$ cat src/rtl/dtg_pkg.sv
package dtg_pkg;

  typedef enum logic [1:0] {
    RG_SYNC  = 2'd0,
    RG_BACK  = 2'd1,
    RG_ACT   = 2'd2,
    RG_FRONT = 2'd3
  } region_e;

  // first visible count of an axis under either porch convention
  function automatic int vis_start(input int sync_w, input int back_w, input bit pulse_in_back);
    return pulse_in_back ? back_w : sync_w + back_w;
  endfunction

endpackage

$ cat src/rtl/dtg_axis_counter.sv
module dtg_axis_counter
  import dtg_pkg::*;
#(
  parameter int SYNC_W = 4,
  parameter int BACK_W = 43,
  parameter int ACT_W = 480,
  parameter int FRONT_W = 8,
  parameter bit PULSE_IN_BACK = 1'b0,
  parameter int CW = 10
) (
  input  logic          clk,
  input  logic          rst,
  input  logic          step,
  output logic [CW-1:0] cnt,
  output region_e       region,
  output logic          last
);

  localparam int START = vis_start(SYNC_W, BACK_W, PULSE_IN_BACK);
  localparam int TOTAL = START + ACT_W + FRONT_W;
  localparam logic [CW-1:0] SYNC_END = CW'(SYNC_W);
  localparam logic [CW-1:0] ACT_BEG = CW'(START);
  localparam logic [CW-1:0] ACT_END = CW'(START + ACT_W);
  localparam logic [CW-1:0] LAST_C = CW'(TOTAL - 1);

  assign last = (cnt == LAST_C);

  always_ff @(posedge clk) begin
    if (rst) begin
      cnt <= '0;
    end else if (step) begin
      cnt <= last ? '0 : cnt + 1'b1;
    end
  end

  always_comb begin
    if (cnt < SYNC_END)      region = RG_SYNC;
    else if (cnt < ACT_BEG)  region = RG_BACK;
    else if (cnt < ACT_END)  region = RG_ACT;
    else                     region = RG_FRONT;
  end

  AST_CNT_IN_RANGE: assert property (@(posedge clk) disable iff (rst)
    cnt <= LAST_C);

endmodule

$ cat src/rtl/dtg_base_shadow.sv
module dtg_base_shadow #(
  parameter int AW = 32
) (
  input  logic          clk,
  input  logic          rst,
  input  logic          wr_en,
  input  logic [AW-1:0] wr_base,
  input  logic          req,
  input  logic          commit_slot,
  output logic [AW-1:0] act_base,
  output logic          done
);

  logic [AW-1:0] shadow_q;
  logic          pending_q;
  logic          commit;

  assign commit = pending_q & commit_slot;

  always_ff @(posedge clk) begin
    if (rst) begin
      shadow_q  <= '0;
      act_base  <= '0;
      pending_q <= 1'b0;
      done      <= 1'b0;
    end else begin
      if (wr_en) shadow_q <= wr_base;
      if (commit) act_base <= shadow_q;
      pending_q <= (pending_q & ~commit) | req;
      done      <= commit;
    end
  end

  AST_BASE_HOLD: assert property (@(posedge clk) disable iff (rst)
    !done |-> $stable(act_base));

  AST_DONE_NEEDS_PENDING: assert property (@(posedge clk) disable iff (rst)
    done |-> $past(pending_q));

endmodule

$ cat src/rtl/disp_timing_gen.sv
module disp_timing_gen
  import dtg_pkg::*;
#(
  parameter int H_SYNC = 4,
  parameter int H_BACK = 43,
  parameter int H_ACT = 480,
  parameter int H_FRONT = 8,
  parameter int V_SYNC = 4,
  parameter int V_BACK = 12,
  parameter int V_ACT = 272,
  parameter int V_FRONT = 8,
  parameter bit PULSE_IN_BACK = 1'b0,
  parameter bit SYNC_LOW = 1'b1,
  parameter int AW = 32,
  parameter int XW = $clog2(H_ACT),
  parameter int YW = $clog2(V_ACT)
) (
  input  logic          clk,
  input  logic          rst,
  input  logic          shadow_we,
  input  logic [AW-1:0] shadow_base,
  input  logic          reload_req,
  output logic          hsync_o,
  output logic          vsync_o,
  output logic          de_o,
  output logic [XW-1:0] x_o,
  output logic [YW-1:0] y_o,
  output logic [AW-1:0] addr_o,
  output logic          reload_done_o
);

  localparam int H_START = vis_start(H_SYNC, H_BACK, PULSE_IN_BACK);
  localparam int V_START = vis_start(V_SYNC, V_BACK, PULSE_IN_BACK);
  localparam int H_TOTAL = H_START + H_ACT + H_FRONT;
  localparam int V_TOTAL = V_START + V_ACT + V_FRONT;
  localparam int HCW = $clog2(H_TOTAL);
  localparam int VCW = $clog2(V_TOTAL);
  localparam logic [HCW-1:0] H_START_C = HCW'(H_START);
  localparam logic [VCW-1:0] V_START_C = VCW'(V_START);
  localparam logic [VCW-1:0] V_LAST_VIS = VCW'(V_START + V_ACT - 1);
  localparam logic [VCW-1:0] V_BLANK_0 = VCW'(V_START + V_ACT);
  localparam logic SYNC_IDLE = SYNC_LOW;

  logic [HCW-1:0] h_cnt;
  logic [VCW-1:0] v_cnt;
  region_e        h_reg, v_reg;
  logic           h_last, v_last;
  logic [AW-1:0]  act_base;
  logic           commit_slot;
  logic           vis;
  logic [XW-1:0]  x_n;
  logic [YW-1:0]  y_n;
  logic [AW-1:0]  pix_idx;
  logic [AW-1:0]  addr_n;

  dtg_axis_counter #(
    .SYNC_W(H_SYNC), .BACK_W(H_BACK), .ACT_W(H_ACT), .FRONT_W(H_FRONT),
    .PULSE_IN_BACK(PULSE_IN_BACK), .CW(HCW)
  ) u_hcnt (
    .clk(clk), .rst(rst), .step(1'b1),
    .cnt(h_cnt), .region(h_reg), .last(h_last)
  );

  dtg_axis_counter #(
    .SYNC_W(V_SYNC), .BACK_W(V_BACK), .ACT_W(V_ACT), .FRONT_W(V_FRONT),
    .PULSE_IN_BACK(PULSE_IN_BACK), .CW(VCW)
  ) u_vcnt (
    .clk(clk), .rst(rst), .step(h_last),
    .cnt(v_cnt), .region(v_reg), .last(v_last)
  );

  // last clock of the last visible line: next edge enters vertical blanking
  assign commit_slot = h_last & (v_cnt == V_LAST_VIS);

  dtg_base_shadow #(.AW(AW)) u_base (
    .clk(clk), .rst(rst),
    .wr_en(shadow_we), .wr_base(shadow_base),
    .req(reload_req), .commit_slot(commit_slot),
    .act_base(act_base), .done(reload_done_o)
  );

  assign vis     = (h_reg == RG_ACT) && (v_reg == RG_ACT);
  assign x_n     = vis ? XW'(h_cnt - H_START_C) : '0;
  assign y_n     = vis ? YW'(v_cnt - V_START_C) : '0;
  assign pix_idx = AW'(x_n) + AW'(y_n) * AW'(H_ACT);
  assign addr_n  = vis ? act_base + (pix_idx << 2) : '0;

  always_ff @(posedge clk) begin
    if (rst) begin
      hsync_o <= SYNC_IDLE;
      vsync_o <= SYNC_IDLE;
      de_o    <= 1'b0;
      x_o     <= '0;
      y_o     <= '0;
      addr_o  <= '0;
    end else begin
      hsync_o <= (h_reg == RG_SYNC) ^ SYNC_LOW;
      vsync_o <= (v_reg == RG_SYNC) ^ SYNC_LOW;
      de_o    <= vis;
      x_o     <= x_n;
      y_o     <= y_n;
      addr_o  <= addr_n;
    end
  end

  AST_DE_NO_SYNC: assert property (@(posedge clk) disable iff (rst)
    de_o |-> (hsync_o == SYNC_IDLE) && (vsync_o == SYNC_IDLE));

  AST_COORD_ZERO: assert property (@(posedge clk) disable iff (rst)
    !de_o |-> (x_o == '0) && (y_o == '0) && (addr_o == '0));

  AST_VSTEP_ON_WRAP: assert property (@(posedge clk) disable iff (rst)
    !h_last |=> $stable(v_cnt));

  AST_DONE_PULSE: assert property (@(posedge clk) disable iff (rst)
    reload_done_o |=> !reload_done_o);

  AST_DONE_AT_BLANK: assert property (@(posedge clk) disable iff (rst)
    reload_done_o |-> (v_cnt == V_BLANK_0) && (h_cnt == '0));

  AST_NO_LAST_FRAME_WRAP: assert property (@(posedge clk) disable iff (rst)
    v_last |-> v_reg == RG_FRONT);

endmodule

$ cat config.mk
export PLATFORM = sky130hd
export DESIGN_NAME = disp_timing_gen
export DESIGN_NICKNAME = d
export VERILOG_FILES = /design/src/rtl/dtg_pkg.sv /design/src/rtl/dtg_axis_counter.sv /design/src/rtl/dtg_base_shadow.sv /design/src/rtl/disp_timing_gen.sv
export SDC_FILE = /design/constraint.sdc
export NUM_CORES = 1
export LEC_CHECK = 0
export BUFFER_PORTS_ARGS = -buffer_cell sky130_fd_sc_hd__buf_2
export CORE_AREA = 3 3 162 125
export CTS_CLUSTER_SIZE = 40
export DETAILED_ROUTE_END_ITERATION = 16
export DIE_AREA = 0 0 165 128
export MAX_ROUTING_LAYER = met4
export PLACE_DENSITY = 0.56
export SLEW_MARGIN = 20
export SYNTH_ARGS = -nofsm -noshare
export SYNTH_HDL_FRONTEND = slang
export SYNTH_SLANG_ARGS = --single-unit
$ cat constraint.sdc
create_clock -name clk -period 7.9 [get_ports clk]
set_clock_uncertainty 0.05 [all_clocks]
set_input_delay 0.79 -clock clk [delete_from_list [all_inputs] [get_ports clk]]
set_output_delay 0.79 -clock clk [all_outputs]
set_load 0.02 [all_outputs]
# Yosys cells after proc, flatten, opt, wreduce, memory -nomap -nowiden
# Index checks and enable logic that the tools add are counted.
# word_totals
input_bits	36
output_inout_bits	54
rom_bits	0
ramBits	0
regBits	138
latch_bits	0
n_memories	0
# classes
mul	1
eq_ne	5
order_cmp	6
shifts	0
add_sub_neg	6
reduce_logical	5
bitwise_logic	8
div_mod_pow	0
n_mux	9
# op_table
op	count
adder 32 x 21 -> 32 bit	1
2-to-1 mux 9 bit	3
adder 9 x 18 -> 19 bit	1
== test 9 bit, second input constant	2
multiplier 9 x 4 -> 13 bit, second input constant	1
adder 10 x 1 -> 10 bit, second input constant	1
== test 10 bit, second input constant	1
< comparator 10 bit, second input constant	1
< comparator 10 x 3 -> 1 bit, second input constant	1
< comparator 10 x 6 -> 1 bit, second input constant	1
adder 9 x 1 -> 9 bit, second input constant	1
< comparator 9 x 3 -> 1 bit, second input constant	1
< comparator 9 x 5 -> 1 bit, second input constant	1
< comparator 9 bit, second input constant	1
subtractor 9 x 5 -> 9 bit, second input constant	1
subtractor 9 x 6 -> 9 bit, second input constant	1
2-to-1 mux 2 bit	4
== test 2 bit, second input constant	2
logical NOT 2 bit	2
inverter 1 bit	4
OR reduction 2 bit	2
AND 1 bit	3
2-to-1 mux 1 bit	2
logical AND 1 bit	1
bitwise OR 1 bit	1

# Longest topological paths before layout
# Gate-level depths: netlist (run 1).
# depth
depth_word	10
ltp_mapped	27
mapped_depth_nobuf	25

# Hierarchy
# A second synthesis (run 1) with hierarchy kept.
# hier_totals
cells_unflattened	892
area_unflattened_um2	7946.4
# modules_own_cells
module	n_inst	cells_each	area_each_um2
disp_timing_gen	1	516	4247.8
dtg_base_shadow	1	256	2627.5
dtg_axis_counter (u_hcnt)	1	65	600.6
dtg_axis_counter (u_vcnt)	1	55	470.5

# Worst setup path after synthesis (run 1)
# No wires, ideal clock.
# synth_path
path_kind	register to register
from	register u_hcnt.cnt[0]
to	register addr_o[26]
stages_incl_launch_ff	28
required_time_ns	7.776
path_slack_ns	1.216
arrival_ns	6.559
n_path_buf	3
setup_ns	0.074
period_less_slack_ns	6.684
path_cell_list	dfxtp_1 ha_1 a31o_2 a2111oi_0 o21ai_2 nand2b_1 buf_2 nor2_1 fa_1 inv_1 fa_1 inv_1 ha_1 and3_1 a221oi_1 xnor2_1 and3_1 nand3_1 xnor2_1 ha_1 clkbuf_1 nand4_1 inv_1 nand3_1 or3_1 buf_1 a2111o_1 o21ai_0
# synth_via
elab_chain_len	10
word_cells_on_any_way	16
# synth_rtl
item	line	rtl
from (decl)	dtg_axis_counter.sv:14	output logic [CW-1:0] cnt,
from (signal assigned)	dtg_axis_counter.sv:32	cnt <= last ? '0 : cnt + 1'b1;
< comparator 10 bit	dtg_axis_counter.sv:39	else if (cnt < ACT_END) region = RG_ACT;
2-to-1 mux 1 bit	dtg_axis_counter.sv:39	
2-to-1 mux 2 bit	dtg_axis_counter.sv:38	else if (cnt < ACT_BEG) region = RG_BACK;
2-to-1 mux 2 bit *	dtg_axis_counter.sv:37	if (cnt < SYNC_END) region = RG_SYNC;
== test 2 bit *	disp_timing_gen.sv:82	assign vis = (h_reg == RG_ACT) && (v_reg == RG_ACT);
logical AND 1 bit *	disp_timing_gen.sv:82	
2-to-1 mux 9 bit *	disp_timing_gen.sv:84	assign y_n = vis ? YW'(v_cnt - V_START_C) : '0;
via y_n[3]	disp_timing_gen.sv:52	logic [YW-1:0] y_n;
multiplier 9 x 4 -> 13 bit *	disp_timing_gen.sv:85	assign pix_idx = AW'(x_n) + AW'(y_n) * AW'(H_ACT);
adder 9 x 18 -> 19 bit *	disp_timing_gen.sv:85	
adder 32 x 21 -> 32 bit *	disp_timing_gen.sv:86	assign addr_n = vis ? act_base + (pix_idx << 2) : '0;
to (signal assigned)	disp_timing_gen.sv:102	addr_o <= addr_n;
to (decl)	disp_timing_gen.sv:28	output logic [AW-1:0] addr_o,
# Mark *: on every way through the listed nets, which the timed path passes. The rest lies on a longest branch.
# A chain may end at the register's enable or synchronous reset.

# Final worst setup path (run 1)
# layout_path
from	register u_hcnt.cnt[0]
to	register addr_o[30]
# The elaborated chain is that of the path after synthesis.

==> results.json, run 1 <==
{
  "r2r_end": "addr_o[30]",
  "postCtsSetupBuffers": 0,
  "wl_per_cell_microns": 14.9,
  "grt_max_degree": 75,
  "grt_pass1_wl_mm": 28.8,
  "reg2regPathDepth": 26,
  "crit_path_end_kind": "flip-flop",
  "synth_area_sq_mm": 0.00746,
  "ctsHoldBuffers": 0,
  "dr_total_vias": 5961,
  "cpMostUsedCell": "inv_1",
  "die_h_microns": 128,
  "fin_cells": 1179,
  "cp_top_family": "compound AO/OA/AOI/OAI gates",
  "nets": 1019,
  "period_needed_ps": 7200,
  "worst-r2r-setup-slack_ps": 700,
  "fin_crit_sh_pct": 91.1,
  "synth_nets": 948,
  "std_cell_rows": 43,
  "die_x_microns": 165,
  "layout_common_cells": "153 x nor2_1, 138 x dfxtp_1, 89 x buf_2, 68 x mux2i_1, 50 x ha_1",
  "io-pin-count": 90,
  "numCtsBuffers": 17,
  "drv_cap": 0,
  "postSynth.asyncResetShare_pct": 0,
  "cts_htree_levels": 4,
  "hold_start": "u_base.act_base[1]",
  "globalRouteOverflowTotal": 0,
  "ys_ff_latch": 138,
  "synth_ff_type": "dfxtp_1",
  "synth_enable_flop_cells": 0,
  "initial_core_util_pct": 40.2,
  "syn_area_per_cell_sq_um": 8.79,
  "tightest_slew_ps": 993,
  "areaGrowthSynthToFinish_pct": 15.4,
  "crit_arrival_ps": 7500,
  "grtUsageTotal_pct": 17.7,
  "hold_path_class": "flip-flop to flip-flop",
  "vdd_drop_max_uv": 129,
  "coreArea_sq_mm": 0.0186,
  "fmax_mhz": 139,
  "hold_viol_final": 0,
  "cts.repair.resized": 0,
  "yosysWarnings": 0,
  "clk_pin_slew_worst_paths_ps": 70,
  "port_buffers": 89,
  "critPathRequiredTime_ps": 8200,
  "cts_num_sinks": 138,
  "crit_cells": 26,
  "critical_path_buf_inv_count": 5,
  "drt_first_iter_violations": 405,
  "synth.distinct_cells": 60,
  "clk_latency_ps": 430,
  "synthCells": 848,
  "die_area_sq_mm": 0.0211,
  "dp.cells": 1147,
  "r2r_start": "u_hcnt.cnt[0]",
  "gp_congestion": 0.897,
  "avgViaCountPerCell": 5.06,
  "p_leak_nw": 4.20,
  "rsz0062_at_grt": "false",
  "critical_path_class": "flip-flop to flip-flop",
  "grt_antenna_before_repair": 0,
  "critPathMaxFanout": 10,
  "max_slew_margin_pct": 33.8,
  "slowest_delay_ps": 540,
  "cts_tree": "yes",
  "cts-root-buf": "clkbuf_16",
  "setup_tns_ps": 0,
  "drv_slew": 0,
  "dp_hpwl_mm": 12.8,
  "crit_end": "addr_o[30]",
  "slowest_stage": "or3_1",
  "layout_commonest_cell": "nor2_1",
  "p_per_area_mw_per_mm2": 178,
  "antenna_cells": 0,
  "seq_area_frac_synth_pct": 37.0,
  "crit_path_start": "u_hcnt.cnt[0]",
  "drive_gt1_share_pct": 14.7,
  "start_kind": "flip-flop",
  "post-route-drc-count": 0,
  "ant_nets": 0,
  "totalWireLength_mm": 17.5,
  "setup_violations": 0,
  "grt_pass1_vias": 5562,
  "status": "completed",
  "clk_path_buf_depth": 2,
  "first_pass_iters": 5
}
-- state kept, by name, indices dropped and copies added, names as in the netlist --
name / cells
u_base.pending_q: 1
u_base.done: 1
u_vcnt.cnt: 9
vsync_o: 1
x_o: 9
u_base.shadow_q: 32
addr_o: 32
u_base.act_base: 32
de_o: 1
u_hcnt.cnt: 10
y_o: 9
hsync_o: 1
-- how the worst min path moves through the flow --
stage | to | cells past startpoint
global route | addr_o[1] | 1
finish | addr_o[1] | 1
global placement | u_base.act_base[24] | 2
floorplan | addr_o[31] | 2
detailed placement | addr_o[1] | 1
CTS | addr_o[1] | 1
-- per-layer routing --
metal	vias to the layer above	share of wire, %	GRT usage, %
met2	129	39	22.9
li1	3067	-	-
met5	-	0	-
met4	0	1.5	5.57
met1	2744	55	26.9
met3	21	4.3	3.81
-- through the flow --
| stage | util [%] | hold slack [ps] | power, mW | setup WS, ps | instance area (sq um) |
|---|---|---|---|---|---|
| finish | 46.4 | 443 | 1.53 | 704 | 8610 |
| global route | 46.4 | 458 | 1.59 | 104 | 8610 |
| CTS | 46.4 | 447 | 1.55 | 693 | 8610 |
| detailed placement | 43.3 | 431 | 0.775 | 881 | 8040 |
| global placement | 43.3 | 424 | 0.774 | 975 | 8040 |
| floorplan | - | 396 | 0.757 | 1220 | 7460 |
-- cell families (layout without fill, tap and decap cells) --
family                   after synthesis  in the layout  synth area share, %
AND/OR/NAND/NOR                      319            319                 20.0
XOR/XNOR                              44             44                 5.17
multiplexers                          68             68                 9.13
adder cells (fa/ha/maj)               64             64                 12.1
flip-flops                           138            138                 37.0
AO/OA/AOI/OAI                        127            127                 11.5
buffers and inverters                 88            172                 5.02
-- cell type report --
cell class | instances | area, sq um
Clock inverter | 14 | 134
Inverter | 47 | 176
Timing Repair Buffer | 93 | 475
Multi-Input combinational cell | 622 | 4320
Fill cell | 1855 | 9950
Tap cell | 247 | 309
Clock buffer | 18 | 429
Sequential cell | 138 | 2760
-- power breakdown --
group | switching (mW) | total [mW] | internal (mW) | leakage [nW]
clock | 0.335 | 0.775 | 0.440 | 0.278
combinational | 0.0236 | 0.0434 | 0.0198 | 2.81
sequential | 0.00738 | 0.715 | 0.708 | 1.12
-- cell usage after synthesis (9+ instances only) --
library cell    n  area [sq um]
a211oi_1        9          67.6
a21o_1          9          67.6
a21oi_1        31           155
and3_1         11          68.8
clkbuf_1       20          75.1
dfxtp_1       138          2760
fa_1           14           280
ha_1           50           626
inv_1          47           176
mux2i_1        68           681
nand2_1        47           176
nand3_1        22           110
nand4_1        15          93.8
nor2_1        153           574
nor3_1         16          80.1
o21a_1         11          82.6
o21ai_0        26           130
or3_1          14          87.6
xnor2_1        30           263
xor2_1         14           123
No activity file was read; power rests on OpenSTA's default activity.
==> run 2: changes to the inputs <==
MAX_ROUTING_LAYER = default   (was met4)
==> results.json, run 2 (synthesized netlist as in run 1, its figures left out) <==
{
  "grt_pass1_wl_mm": 28.8,
  "hold_viol_final": 0,
  "cts_tree": "yes",
  "port_buffers": 89,
  "gp_congestion": 0.840,
  "avgViaCountPerCell": 5.09,
  "start_kind": "flip-flop",
  "p_switching_uw": 334,
  "initial_core_util_pct": 40.2,
  "grt_pass1_vias": 5632,
  "critical_path_class": "flip-flop to flip-flop",
  "drv_slew": 0,
  "p_per_area_mw_per_mm2": 181,
  "cts.repair.resized": 0,
  "antenna_cells": 0,
  "grtUsageTotal_pct": 17.1,
  "drt_first_iter_violations": 396,
  "routed.top_layer": "met4",
  "critPathRequiredTime_ps": 8200,
  "cpMostUsedCell": "inv_1",
  "ant_nets": 0,
  "cts_num_sinks": 138,
  "cts_htree_levels": 4,
  "seq_power_share_pct": 45.8,
  "vdd_drop_max_uv": 103,
  "areaGrowthSynthToFinish_pct": 15.7,
  "switching_share_pct": 21.4,
  "nets": 1018,
  "drive_gt1_share_pct": 14.4,
  "fin_cells": 1175,
  "setup_violations": 0,
  "slowest_stage": "or3_1",
  "dr_total_vias": 5985,
  "crit_path_end_kind": "flip-flop",
  "layout_commonest_cell": "nor2_1",
  "slowest_delay_ps": 540,
  "top_regs": "addr_o (32), u_base.act_base (32), u_base.shadow_q (32)",
  "tightest_slew_ps": 1030,
  "dp_hpwl_mm": 12.9,
  "final_util_pct": 46.5,
  "globalRouteOverflowTotal": 0,
  "fill_cells": 1840,
  "total_power_mw": 1.56,
  "status": "completed",
  "die_h_microns": 128,
  "die_area_sq_mm": 0.0211,
  "fin_crit_sh_pct": 89.9,
  "drv_cap": 0,
  "cp_top_family": "compound AO/OA/AOI/OAI gates",
  "critical_path_buf_inv_count": 4,
  "fmax_mhz": 141,
  "totalWireLength_mm": 17.6,
  "ctsHoldBuffers": 0,
  "std_cell_rows": 43,
  "coreArea_sq_mm": 0.0186,
  "setup_tns_ps": 0,
  "dr_wl_met3_microns": 844,
  "clk_latency_ps": 420,
  "clk_path_buf_depth": 2,
  "period_needed_ps": 7100,
  "dp.cells": 1146,
  "post-route-drc-count": 0,
  "p_clk_share_pct": 51.4,
  "max_slew_margin_pct": 29.6,
  "layout_common_cells": "153 x nor2_1, 138 x dfxtp_1, 89 x buf_2, 68 x mux2i_1, 50 x ha_1",
  "die_x_microns": 165,
  "grt_max_degree": 75,
  "clk_pin_slew_worst_paths_ps": 60,
  "grt_antenna_before_repair": 0,
  "wl_met2_mm": 7.08,
  "wl_per_cell_microns": 15.0,
  "first_pass_iters": 6,
  "crit_arrival_ps": 7400,
  "m1WireLength_mm": 9.51,
  "p_leak_nw": 4.20,
  "numCtsBuffers": 17,
  "io-pin-count": 90,
  "rsz0062_at_grt": "false",
  "postCtsSetupBuffers": 0,
  "critPathMaxFanout": 10,
  "comb_power_share_pct": 2.8,
  "cts-root-buf": "clkbuf_16",
  "hold_path_class": "flip-flop to flip-flop",
  "internal_power_mw": 1.23
}
==> run 2: worst register-to-register path, cell delays in order (launching register included) <==
cell       delay [ps]
dfxtp_1           350
ha_1              250
a31o_2            280
a2111oi_2         500
o21a_1            420
nor2_1            140
nand2_1           140
inv_1             110
fa_1              510
inv_1              50
fa_1              500
inv_1              40
ha_1              350
and3_1            210
a221oi_1          480
a32oi_1           140
a211oi_1          370
nand3_1           140
xnor2_1           180
ha_1              440
nand4_1           170
inv_1              90
nand3_1            90
or3_1             540
a2111o_1          420
o21ai_0            80
==> run 2: cell type report <==
| cell class | count | area (sq um) | share of cell area (%) |
|---|---|---|---|
| multi-input combinational | 622 | 4330 | 50.1 |
| sequential | 138 | 2760 | 32.0 |
| timing repair buffer | 92 | 468 | 5.42 |
| clock buffer | 19 | 443 | 5.13 |
| tap | 247 | 309 | 3.58 |
| inverter | 47 | 176 | 2.04 |
| clock inverter | 10 | 145 | 1.68 |
==> run 2: per-stage QoR <==
stage / cell area, sq um / setup WS [ps] / hold WS [ps]
after floorplan: 7460 / 1220 / 396
after global placement: 8040 / 781 / 422
after detailed placement: 8040 / 586 / 430
after CTS: 8620 / 538 / 441
after global routing: 8630 / 137 / 464
final: 8630 / 798 / 436
==> run 2: worst paths after layout <==
kind | from | to | slack (ps) | cells after the start
setup / recovery | u_hcnt.cnt[0] | addr_o[28] | 800 | 25
hold reg to reg | u_base.act_base[1] | addr_o[1] | 440 | 1
setup reg to reg | u_hcnt.cnt[0] | addr_o[28] | 800 | 25
hold / removal | u_base.act_base[1] | addr_o[1] | 440 | 1
==> run 2: routing by layer <==
| metal | up-vias | GRT usage, % |
|---|---|---|
| met4 | 0 | 4.14 |
| met5 | - | 0 |
| li1 | 3056 | - |
| met3 | 11 | 4.39 |
| met2 | 116 | 23.5 |
| met1 | 2802 | 26.3 |
==> run 2: power by group through the flow <==
stage | Clock [mW] | Sequential, mW | Combinational (mW)
global placement | 0 | 0.731 | 0.0439
finish | 0.804 | 0.716 | 0.0436
global route | 0.852 | 0.717 | 0.0496
detailed placement | 0 | 0.731 | 0.0442
floorplan | 0 | 0.729 | 0.0278
CTS | 0.825 | 0.716 | 0.0443
